`config.mk`:
```
export PLATFORM = sky130hd
export DESIGN_NAME = bmide_dma
export DESIGN_NICKNAME = d
export VERILOG_FILES = /design/src/rtl/bmide_dma.sv
export SDC_FILE = /design/constraint.sdc
export NUM_CORES = 1
export LEC_CHECK = 0
export BUFFER_PORTS_ARGS = -buffer_cell sky130_fd_sc_hd__buf_4
export CORE_AREA = 8 8 121 123
export CTS_BUF_LIST = sky130_fd_sc_hd__clkbuf_4 sky130_fd_sc_hd__clkbuf_8 sky130_fd_sc_hd__clkbuf_16
export CTS_CLUSTER_SIZE = 14
export DETAILED_ROUTE_END_ITERATION = 10
export DIE_AREA = 0 0 129 131
export PLACE_DENSITY_LB_ADDON = 0.3
export SYNTH_ARGS = -nofsm -noshare
export SYNTH_HDL_FRONTEND = slang
export SYNTH_SLANG_ARGS = --single-unit
```
`constraint.sdc`:
```
create_clock -name clk -period 7.6 [get_ports clk]
set_input_delay 1.52 -clock clk [delete_from_list [all_inputs] [get_ports clk]]
set_output_delay 1.52 -clock clk [all_outputs]
set_load 0.05 [all_outputs]
```
`src/rtl/bmide_dma.sv`:
```
module bmide_dma #(
  parameter int ADDR_W = 32,
  parameter int CNT_W  = 16
) (
  input  logic              clk,
  input  logic              rst_n,
  input  logic              reg_wr,
  input  logic [2:0]        reg_addr,
  input  logic [15:0]       reg_wdata,
  output logic [15:0]       reg_rdata,
  output logic              mem_req,
  output logic [ADDR_W-1:0] mem_addr,
  input  logic              mem_ack,
  input  logic [31:0]       mem_rdata,
  input  logic              mem_err,
  output logic              xfer_valid,
  output logic [ADDR_W-1:0] xfer_addr,
  output logic              xfer_to_mem,
  input  logic              xfer_ready,
  input  logic              dev_irq
);
  localparam int REM_W = CNT_W + 1;
  localparam logic [REM_W-1:0] FULL = REM_W'(1) << CNT_W;

  typedef enum logic [1:0] {S_IDLE, S_FADDR, S_FCNT, S_MOVE} st_t;

  st_t               st;
  logic              start_q, dir_q, active, err_q, irq_q, last_q;
  logic [2:0]        caps_q;
  logic [ADDR_W-1:0] tbl_q, walk_q, cur_q;
  logic [REM_W-1:0]  rem_q;
  logic [CNT_W-1:0]  cnt_even;

  wire wr_cmd = reg_wr && reg_addr[2:1] == 2'd0;
  wire wr_sts = reg_wr && reg_addr[2:1] == 2'd1;
  wire wr_plo = reg_wr && reg_addr[2:1] == 2'd2;
  wire wr_phi = reg_wr && reg_addr[2:1] == 2'd3;
  wire launch = wr_cmd && reg_wdata[0] && !start_q;
  wire halt   = active && ((wr_cmd && !reg_wdata[0]) || dev_irq);

  assign cnt_even    = {mem_rdata[CNT_W-1:1], 1'b0};
  assign mem_req     = st == S_FADDR || st == S_FCNT;
  assign mem_addr    = st == S_FCNT ? walk_q + ADDR_W'(4) : walk_q;
  assign xfer_valid  = st == S_MOVE;
  assign xfer_addr   = cur_q;
  assign xfer_to_mem = dir_q;

  always_comb begin
    case (reg_addr[2:1])
      2'd0:    reg_rdata = {12'd0, dir_q, 2'b00, start_q};
      2'd1:    reg_rdata = {8'd0, caps_q, 2'b00, irq_q, err_q, active};
      2'd2:    reg_rdata = tbl_q[15:0];
      default: reg_rdata = tbl_q[31:16];
    endcase
  end

  always_ff @(posedge clk) begin
    if (!rst_n) begin
      st <= S_IDLE;
      start_q <= 1'b0;
      dir_q <= 1'b0;
      active <= 1'b0;
      err_q <= 1'b0;
      irq_q <= 1'b0;
      last_q <= 1'b0;
      caps_q <= '0;
      tbl_q <= '0;
      walk_q <= '0;
      cur_q <= '0;
      rem_q <= '0;
    end else begin
      if (wr_plo) tbl_q[15:0] <= {reg_wdata[15:2], 2'b00};
      if (wr_phi) tbl_q[31:16] <= reg_wdata;
      if (wr_sts) caps_q <= reg_wdata[7:5];
      irq_q <= dev_irq || (irq_q && !(wr_sts && reg_wdata[2]));
      if (wr_sts && reg_wdata[1]) err_q <= 1'b0;
      if (wr_cmd) begin
        start_q <= reg_wdata[0];
        if (!active) dir_q <= reg_wdata[3];
      end
      if (launch) begin
        active <= 1'b1;
        walk_q <= tbl_q;
        st <= S_FADDR;
      end else if (halt) begin
        active <= 1'b0;
        st <= S_IDLE;
      end else begin
        case (st)
          S_FADDR: if (mem_ack) begin
            if (mem_err) begin
              err_q <= 1'b1;
              active <= 1'b0;
              st <= S_IDLE;
            end else begin
              cur_q <= {mem_rdata[ADDR_W-1:1], 1'b0};
              st <= S_FCNT;
            end
          end
          S_FCNT: if (mem_ack) begin
            if (mem_err) begin
              err_q <= 1'b1;
              active <= 1'b0;
              st <= S_IDLE;
            end else begin
              rem_q <= cnt_even == '0 ? FULL : REM_W'(cnt_even);
              last_q <= mem_rdata[31];
              st <= S_MOVE;
            end
          end
          S_MOVE: if (xfer_ready) begin
            cur_q <= cur_q + ADDR_W'(2);
            rem_q <= rem_q - REM_W'(2);
            if (rem_q == REM_W'(2)) begin
              if (last_q) begin
                active <= 1'b0;
                st <= S_IDLE;
              end else begin
                walk_q <= walk_q + ADDR_W'(8);
                st <= S_FADDR;
              end
            end
          end
          default: ;
        endcase
      end
    end
  end
endmodule


```
======== After elaboration in Yosys (flattened, before gate mapping) ========
Cells that the tools add are included.
storage, ports and cells
  register bits ........................... 122
  bits in latches ......................... 0
  bits in writable memories ............... 0
  ROM bits ................................ 0
  bits of input ports ..................... 58
  output and inout bits ................... 83
  memories ................................ 0
cells by class
  add/subtract/negate cells ............... 4
  multipliers ............................. 0
  divide/modulo/power cells ............... 0
  $lt $le $gt $ge ......................... 0
  equal/unequal tests ..................... 22
  shifts and indexed selects .............. 0
  mux-type cells .......................... 41
  bitwise gates (word level) .............. 5
  reduce and logical (&&, ||, !) cells .... 37
operators by type and width
  cell                                                                    number
  32-bit two-way mux                                                      10
  17-bit two-way mux                                                      4
  32-bit one-hot mux with 2 select lines                                  1
  16-bit one-hot mux with 3 select lines                                  1
  17-bit one-hot mux with 2 select lines                                  1
  32-bit by 2-bit adder with 32-bit output, second input constant         1
  32-bit by 3-bit adder with 32-bit output, second input constant         1
  32-bit by 4-bit adder with 32-bit output, second input constant         1
  4-bit by 1-bit != test with 1-bit output, second input constant         5
  5-bit AND reduction                                                     4
  6-bit AND reduction                                                     3
  17-bit by 2-bit equality test with 1-bit output, second input constant  1
  17-bit by 2-bit subtractor with 17-bit output, second input constant    1
  16-bit zero test                                                        1
  1-bit two-way mux                                                       16
  2-bit two-way mux                                                       6
  1-bit logical AND                                                       11
  2-bit != test, second input constant                                    5
  2-bit nonzero test                                                      5
  2-bit equality test, second input constant                              4
  4-bit != test, second input constant                                    2
  2-bit by 1-bit != test with 1-bit output, second input constant         3
  2-bit one-hot mux with 3 select lines                                   1
  1-bit inverter                                                          5
  other kinds (11)                                                        16

======== Longest topological paths before layout ========
Gate-level depths: netlist (run 1).
  word-level depth ........................ 9
  gate-level depth with buffers ........... 10
  gate-level depth less buffers ........... 7

======== Least setup slack after synthesis (run 1) ========
OpenSTA, ideal clock, no wires.
  path kind ............................... input to output
  start point ............................. input reg_addr[1]
  end point ............................... output reg_rdata[0]
  arrival time ............................ 3.518 ns
  data required time ...................... 6.080 ns
  setup slack ............................. 2.562 ns
  stages on the path ...................... 4
  buffers on the path ..................... 2
  cell sequence ........................... buf_1 buf_1 mux2i_1 o21ai_0
on the way
  cells in the longest elaborated chain, start to end .. 2
  elaborated cells between the ends (all ways) .. 4
  classes of those cells .................. 2 x eq/ne; 1 x mux; 1 x reduce/logical
ends and longest elaborated chain
  what                                         RTL line  source
  from (decl)                                  8         input logic [2:0] reg_addr,
  2-bit equality test (tied with other cells)  49        case (reg_addr[2:1])
  16-bit one-hot mux with 3 select lines (*)   49
  to (decl)                                    10        output logic [15:0] reg_rdata,
Mark *: on every way between the ends. The rest lies on a longest branch, timed or not.

======== Worst setup path in the final report (run 1) ========
  start point ............................. register st[0]
  end point ............................... output mem_addr[18]
on the way
  cells in the longest elaborated chain, start to end .. 2
ends and longest elaborated chain
  what                    RTL line  source
  from (decl)             27        st_t st;
  from (signal assigned)  59        st <= S_IDLE;
  from (signal assigned)  84        st <= S_FADDR;
  from (signal assigned)  87        st <= S_IDLE;
  2-bit equality test     43        assign mem_addr = st == S_FCNT ? walk_q + ADDR_W'(4) : walk_q;
  32-bit two-way mux      43
  to (decl)               12        output logic [ADDR_W-1:0] mem_addr,
No other way between the ends.

==> qor_table.md, run 1 <==
| Quantity | Value |
| --- | --- |
| Max rail drop VDD | 0.154 mV |
| Max-Slew Margin vs Limit | 0.193 |
| Yosys synthesis warning count | 0 |
| Synthesis-stage register bit count | 118 |
| Die outline height | 131 um |
| Later-pin clock latency in the skew report | 0.42 ns |
| Mapped Area | 7290 um2 |
| Crit path setup slack, layout | 3.18 ns |
| Maximum fanout count along the critical path | 12 |
| Post-layout min period | 4.42 ns |
| Cts hold-fix bufs | 0 |
| Async S/R FF share, synth | 0 |
| Area Growth Syn to Fin | 20.7% |
| Mean cell area of the mapped netlist | 7.63 um2 |
| Placement Rows | 42 |
| Count of mapped cells out of synthesis | 955 |
| Cell taking the most area after synthesis | dfxtp_1 |
| Max cap viols | 0 |
| Total count of hold-check failures in the final report | 0 |
| Cell at the root of the clock tree | clkbuf_16 |
| Crit Path Class | register to primary output |
| Number of ports placed on the die boundary | 141 |
| Share of final-layout standard cells stronger than drive strength 1 | 0.190 |
| Startpoint types | register |
| Leading cell type in the layout, fill and taps excluded | buf_4 |
| Final-layout setup total negative slack | 0 ns |
| Net Sw Frac | 0.297 |
| Number of fill cells in the layout | 1102 |
| Count of flip-flops with a built-in enable after synthesis | 0 |
| Commonest cells after routing, fill and taps aside | 143 x buf_4, 120 x nand2_1, 118 x dfxtp_1 |
| Count of distinct cell types in the synthesized netlist | 80 |
| Worst slack after detailed placement | 3.08 ns |
| Post-cts repair resize count | 0 |
| Violation count after the first detailed-routing iteration | 896 |
| Category of the worst setup path capture point | primary output |
| Fraction of synthesized cell area taken by the top area cell type | 0.324 |
| Worst min-delay path category | register to register |
| Core Region | 12900 um2 |
| Crit-path max cell delay | 0.58 ns |
| Hold depth | 2 |
| Proportion of synthesized chip area in sequential cells | 0.324 |
| Worst Clk Skew | 0.00750 ns |
| Sum of net half-perimeters after detailed placement | 15600 um |
| Setup fix buffers added after clock tree synthesis | 0 |
| Transition time at the pin with the least slew margin | 1.20 ns |
| Status | finished clean |
| Psw | 497 uW |
| Crit path DAT | 2.90 ns |
| Post-route clock period utilization | 0.581 |
| Via count of the first global-routing pass | 7174 |
| Pin count of the biggest net entering global routing | 68 |
| Required time reported for the critical path endpoint | 6.08 ns |
| H-Tree Depth | 4 |
| Max Clk Rate | 226 MHz |
| Die outline width | 129 um |
| Worst Path Buf+Inv | 2 |
| Final design area excluding fillers | 8800 um2 |
| Total wire length after detailed routing | 22600 um |
| Sum of internal, switching and leakage power | 1.67 mW |
| Placed inst area | 8210 um2 |
| Clock Sinks | 118 |
| Die ar. | 16900 um2 |
| Internal | 1.18 mW |
| Number of pins with negative max-slew slack in the final report | 0 |
| Number of buffers added on ports | 135 |
| Per-cell via count in the routed design | 6.33 |
| Leak Pwr | 3.38 nW |
| Final design utilization | 0.683 |
| Initial cell density of the core | 0.566 |
| Number of antenna violations at the first check in global routing | 0 |
| First-pass GRT wire length | 35900 um |
| Total power per unit cell area | 190 nW/um2 |
| R2r setup slk | 4.47 ns |
| Average wire length per cell after detail routing | 18.4 um |
| Antenna-violating nets left | 0 |
| Most common flop cell mapped by yosys | dfxtp_1 |
| Max Buffers Root-to-Sink | 2 |
| Cell types with the largest area share after synthesis | dfxtp_1 32%, nand2_1 6.2%, a21oi_1 6.0% |
| Gate power share | 0.124 |
| Seq pwr share | 0.396 |
| Worst R2R Path Depth | 6 |
| Iteration count of the initial detailed-routing pass | 6 |
| GRT Resource Usage Total | 0.264 |
| Proportion of power drawn by the clock network | 0.480 |
| Total DRC errors in the routed layout | 0 |
| Setup repair after global routing missed its margin | false |
| Worst path top cell family by delay | simple AND/OR/NAND/NOR gates |
| Total gr overflow | 0 |
| Number of buffers created by CTS | 17 |
| Clock transition at path regs | 0.06 ns |
| Number of inserted diodes | 0 |
| CTS tree | yes |
| Final setup vio count | 0 |
| Final net count | 1109 |
| Routed via count | 7792 |
| Slowest stage cell, crit path | or3_1 |
| Logic depth of the worst path, buffers included | 7 |
| Final estimated routing congestion in global placement | 0.866 |
| CP Cell Sequence | inv_1, ha_1, nand4_1, or3_1, nor3_1, xor2_1, buf_4 |
==> worst min-delay path: stages (launching register included) <==
cell and delay, ns:
dfxtp_1 0.31, nand2_1 0.05, a21oi_1 0.05
==> state kept, by name, indices dropped and copies added (netlist names) <==
| register | flops |
|---|---|
| xfer_to_mem | 1 |
| irq_q | 1 |
| caps_q | 3 |
| walk_q | 30 |
| xfer_addr | 31 |
| rem_q | 16 |
| last_q | 1 |
| start_q | 1 |
| active | 1 |
| err_q | 1 |
| st | 2 |
| tbl_q | 30 |
==> final timing paths <==
| path | startpoint | endpoint |
|---|---|---|
| worst max register to register | st[0]$_SDFFE_PN0P_ | walk_q[16]$_SDFFE_PN0P_ |
| worst max-delay path | st[0]$_SDFFE_PN0P_ | mem_addr[18] |
| worst min-delay path | caps_q[1]$_SDFFE_PN0N_ | caps_q[1]$_SDFFE_PN0N_ |
| worst min register to register | caps_q[1]$_SDFFE_PN0N_ | caps_q[1]$_SDFFE_PN0N_ |
==> metrics by stage <==
step / cells / hold WS [ns]
after floorplan: 957 / 0.437
after global placement: 1199 / 0.443
after detailed placement: 1199 / 0.447
after CTS: 1231 / 0.455
after global routing: 1231 / 0.480
final: 1231 / 0.455
==> power by group through the flow <==
stage | logic, mW | registers [mW] | clock network, mW
finish | 0.208 | 0.662 | 0.803
global route | 0.224 | 0.665 | 0.832
CTS | 0.207 | 0.661 | 0.801
detailed placement | 0.205 | 0.675 | 0
global placement | 0.203 | 0.674 | 0
floorplan | 0.121 | 0.687 | 0
==> synth_stat cells (5+ instances only) <==
cell type,instances
a31oi_1,29
o21a_1,5
nor4_1,15
o21ai_1,28
nor3_1,17
buf_2,9
inv_1,12
a21o_1,5
a41oi_1,9
o211ai_1,8
nor2b_1,22
mux2i_1,19
or3_1,16
o21ai_0,42
and4_1,5
nand2_1,120
ha_1,9
mux2_2,6
nor2_1,67
o31ai_1,15
xor2_1,21
a211oi_1,7
and3_1,13
nand2b_1,6
or4_1,15
a21oi_1,88
buf_4,7
clkbuf_1,48
xnor2_1,16
nand3_1,42
a22o_1,5
nand4_1,24
and2_1,5
dfxtp_1,118
==> cells by family after synthesis <==
group | Yosys count | synth area share
AO/OA/AOI/OAI | 281 | 0.242
XOR/XNOR | 37 | 0.0445
adder cells (fa/ha/maj) | 9 | 0.0154
buffers and inverters | 90 | 0.0587
flip-flops | 118 | 0.324
multiplexers | 25 | 0.0354
other | 1 | 0.000514
AND/OR/NAND/NOR | 394 | 0.280
==> layout make-up <==
cell class / count / area, um2 / area share
clock buffer: 17 / 425 / 0.0483
clock inverter: 15 / 160 / 0.0182
inverter: 13 / 48.8 / 0.00555
multi-input combinational: 749 / 4510 / 0.512
sequential: 118 / 2360 / 0.268
tap: 176 / 220 / 0.0250
timing repair buffer: 143 / 1070 / 0.122
==> per-layer routing <==
layer | GRT usage | wire, um
met2 | 0.408 | 10500
met1 | 0.358 | 9900
met5 | 0 | 0
met3 | 0.0609 | 1940
met4 | 0.0829 | 280
(Power assumes the default switching activity.)
==> run 2, diff against run 1 <==
--- a/config.mk
+++ b/config.mk
@@ -6,11 +6,11 @@
 export NUM_CORES = 1
 export LEC_CHECK = 0
 export BUFFER_PORTS_ARGS = -buffer_cell sky130_fd_sc_hd__buf_4
-export CORE_AREA = 8 8 121 123
+export CORE_AREA = 8 8 129 131
 export CTS_BUF_LIST = sky130_fd_sc_hd__clkbuf_4 sky130_fd_sc_hd__clkbuf_8 sky130_fd_sc_hd__clkbuf_16
 export CTS_CLUSTER_SIZE = 14
 export DETAILED_ROUTE_END_ITERATION = 10
-export DIE_AREA = 0 0 129 131
+export DIE_AREA = 0 0 137 139
 export PLACE_DENSITY_LB_ADDON = 0.3
 export SYNTH_ARGS = -nofsm -noshare
 export SYNTH_HDL_FRONTEND = slang
==> constraint.sdc (replaced) <==
create_clock -name clk -period 4 [get_ports clk]
set_input_delay 0.8 -clock clk [delete_from_list [all_inputs] [get_ports clk]]
set_output_delay 0.8 -clock clk [all_outputs]
set_load 0.05 [all_outputs]
==> qor_table.md, run 2 (synthesis results as in run 1) <==
| Quantity | Value |
| --- | --- |
| Sum of net half-perimeters after detailed placement | 16200 um |
| Max Clk Rate | 290 MHz |
| Required time reported for the critical path endpoint | 3.20 ns |
| Leading cell type in the layout, fill and taps excluded | buf_4 |
| H-Tree Depth | 4 |
| Placement Rows | 45 |
| Max FFs per register | 31 |
| Total wire length after detailed routing | 23100 um |
| Number of ports placed on the die boundary | 141 |
| Number of buffers added on ports | 135 |
| First-pass GRT wire length | 36900 um |
| Pin count of the biggest net entering global routing | 61 |
| Leak Pwr | 3.45 nW |
| Area Growth Syn to Fin | 22.7% |
| Routed via count | 7781 |
| Average wire length per cell after detail routing | 18.5 um |
| Die outline width | 137 um |
| Per-cell via count in the routed design | 6.22 |
| Die outline height | 139 um |
| Crit path setup slack, layout | 0.548 ns |
| Violation count after the first detailed-routing iteration | 740 |
| Number of buffers created by CTS | 17 |
| Total count of hold-check failures in the final report | 0 |
| Setup repair after global routing missed its margin | false |
| Post-route clock period utilization | 0.863 |
| Transition time at the pin with the least slew margin | 1.15 ns |
| Antenna-violating nets left | 0 |
| Die ar. | 19000 um2 |
| Max cap viols | 0 |
| Iteration count of the initial detailed-routing pass | 5 |
| Final-layout setup total negative slack | 0 ns |
| Cts hold-fix bufs | 0 |
| CTS tree | yes |
| Crit path DAT | 2.65 ns |
| Total DRC errors in the routed layout | 0 |
| Maximum fanout count along the critical path | 7 |
| Total gr overflow | 0 |
| Via count of the first global-routing pass | 7016 |
| Number of antenna violations at the first check in global routing | 0 |
| Core Region | 14800 um2 |
| GRT Resource Usage Total | 0.237 |
| Final setup vio count | 0 |
| Commonest cells after routing, fill and taps aside | 152 x buf_4, 120 x nand2_1, 118 x dfxtp_1 |
| Crit Path Class | register to primary output |
| Final estimated routing congestion in global placement | 0.868 |
| Later-pin clock latency in the skew report | 0.42 ns |
| Number of pins with negative max-slew slack in the final report | 0 |
| Post-layout min period | 3.45 ns |
| Worst min-delay path category | register to register |
| Startpoint types | register |
| Final net count | 1118 |
| Category of the worst setup path capture point | primary output |
| Setup fix buffers added after clock tree synthesis | 0 |
| Clock Sinks | 118 |
| Worst slack after detailed placement | 0.757 ns |
| Total power per unit cell area | 374 nW/um2 |
| Status | finished clean |
| Clock transition at path regs | 0.06 ns |
| Worst Clk Skew | 0.00734 ns |
| Max rail drop VDD | 0.334 mV |
| Share of final-layout standard cells stronger than drive strength 1 | 0.196 |
| Post-cts repair resize count | 0 |
| Number of fill cells in the layout | 1371 |
| Cell at the root of the clock tree | clkbuf_16 |
| Max Buffers Root-to-Sink | 2 |
| Initial cell density of the core | 0.494 |
| Max-Slew Margin vs Limit | 0.224 |
| Number of inserted diodes | 0 |
[run 2: cell count changes in the layout (fill, tap and decap cells not counted), moves of 2 or more]
cell / before / now
clkbuf_4: 0 / 4
clkinv_4: 5 / 0
bufinv_16: 1 / 5
inv_6: 6 / 0
buf_4: 143 / 152
inv_8: 3 / 0
clkinvlp_4: 0 / 2
clkinv_2: 0 / 2
[run 2: metal layers]
metal	GRT usage	share of wire	vias to the layer above
met5	0	0	-
met4	0.0698	0.016	0
met3	0.0420	0.078	33
met2	0.359	0.47	343
met1	0.333	0.44	3684
li1	-	-	3721
[run 2: cell type report]
cell class	instances	area, um2	area share
multi-input combinational	749	4510	0.504
sequential	118	2360	0.264
timing repair buffer	152	1140	0.128
clock buffer	22	469	0.0525
tap	188	235	0.0263
clock inverter	9	175	0.0196
inverter	13	48.8	0.00546
[run 2: final timing paths]
kind                                                 to  slack [ns]                    from  cells past startpoint
worst max-delay path                       mem_addr[30]        0.55  walk_q[2]$_SDFFE_PN0P_                      6
worst min-delay path             caps_q[1]$_SDFFE_PN0N_        0.45  caps_q[1]$_SDFFE_PN0N_                      2
worst max register to register  walk_q[16]$_SDFFE_PN0P_        1.19   rem_q[8]$_SDFFE_PN0P_                      5
worst min register to register   caps_q[1]$_SDFFE_PN0N_        0.45  caps_q[1]$_SDFFE_PN0N_                      2
[run 2: metrics by stage]
stage	hold WS [ns]	instance area (um2)	util	total power, mW	cells
finish	0.455	8940	0.606	3.34	1251
global placement	0.442	8300	0.562	1.67	1220
detailed placement	0.450	8300	0.562	1.68	1220
CTS	0.457	8940	0.606	3.34	1251
global route	0.478	8940	0.606	3.43	1251
floorplan	0.437	7300	-	1.54	957
[run 2: critical path: stages (launching register included)]
cell	delay (ns)
dfxtp_1	0.48
ha_1	0.22
nand4_1	0.25
or3_1	0.58
nor3_1	0.28
xor2_1	0.19
buf_4	0.22
[run 2: power breakdown]
group	total, mW	switching (mW)	internal (mW)	leakage [nW]
Clock	1.68	0.543	1.14	0.314
Combinational	0.400	0.257	0.144	2.18
Sequential	1.26	0.0462	1.21	0.957
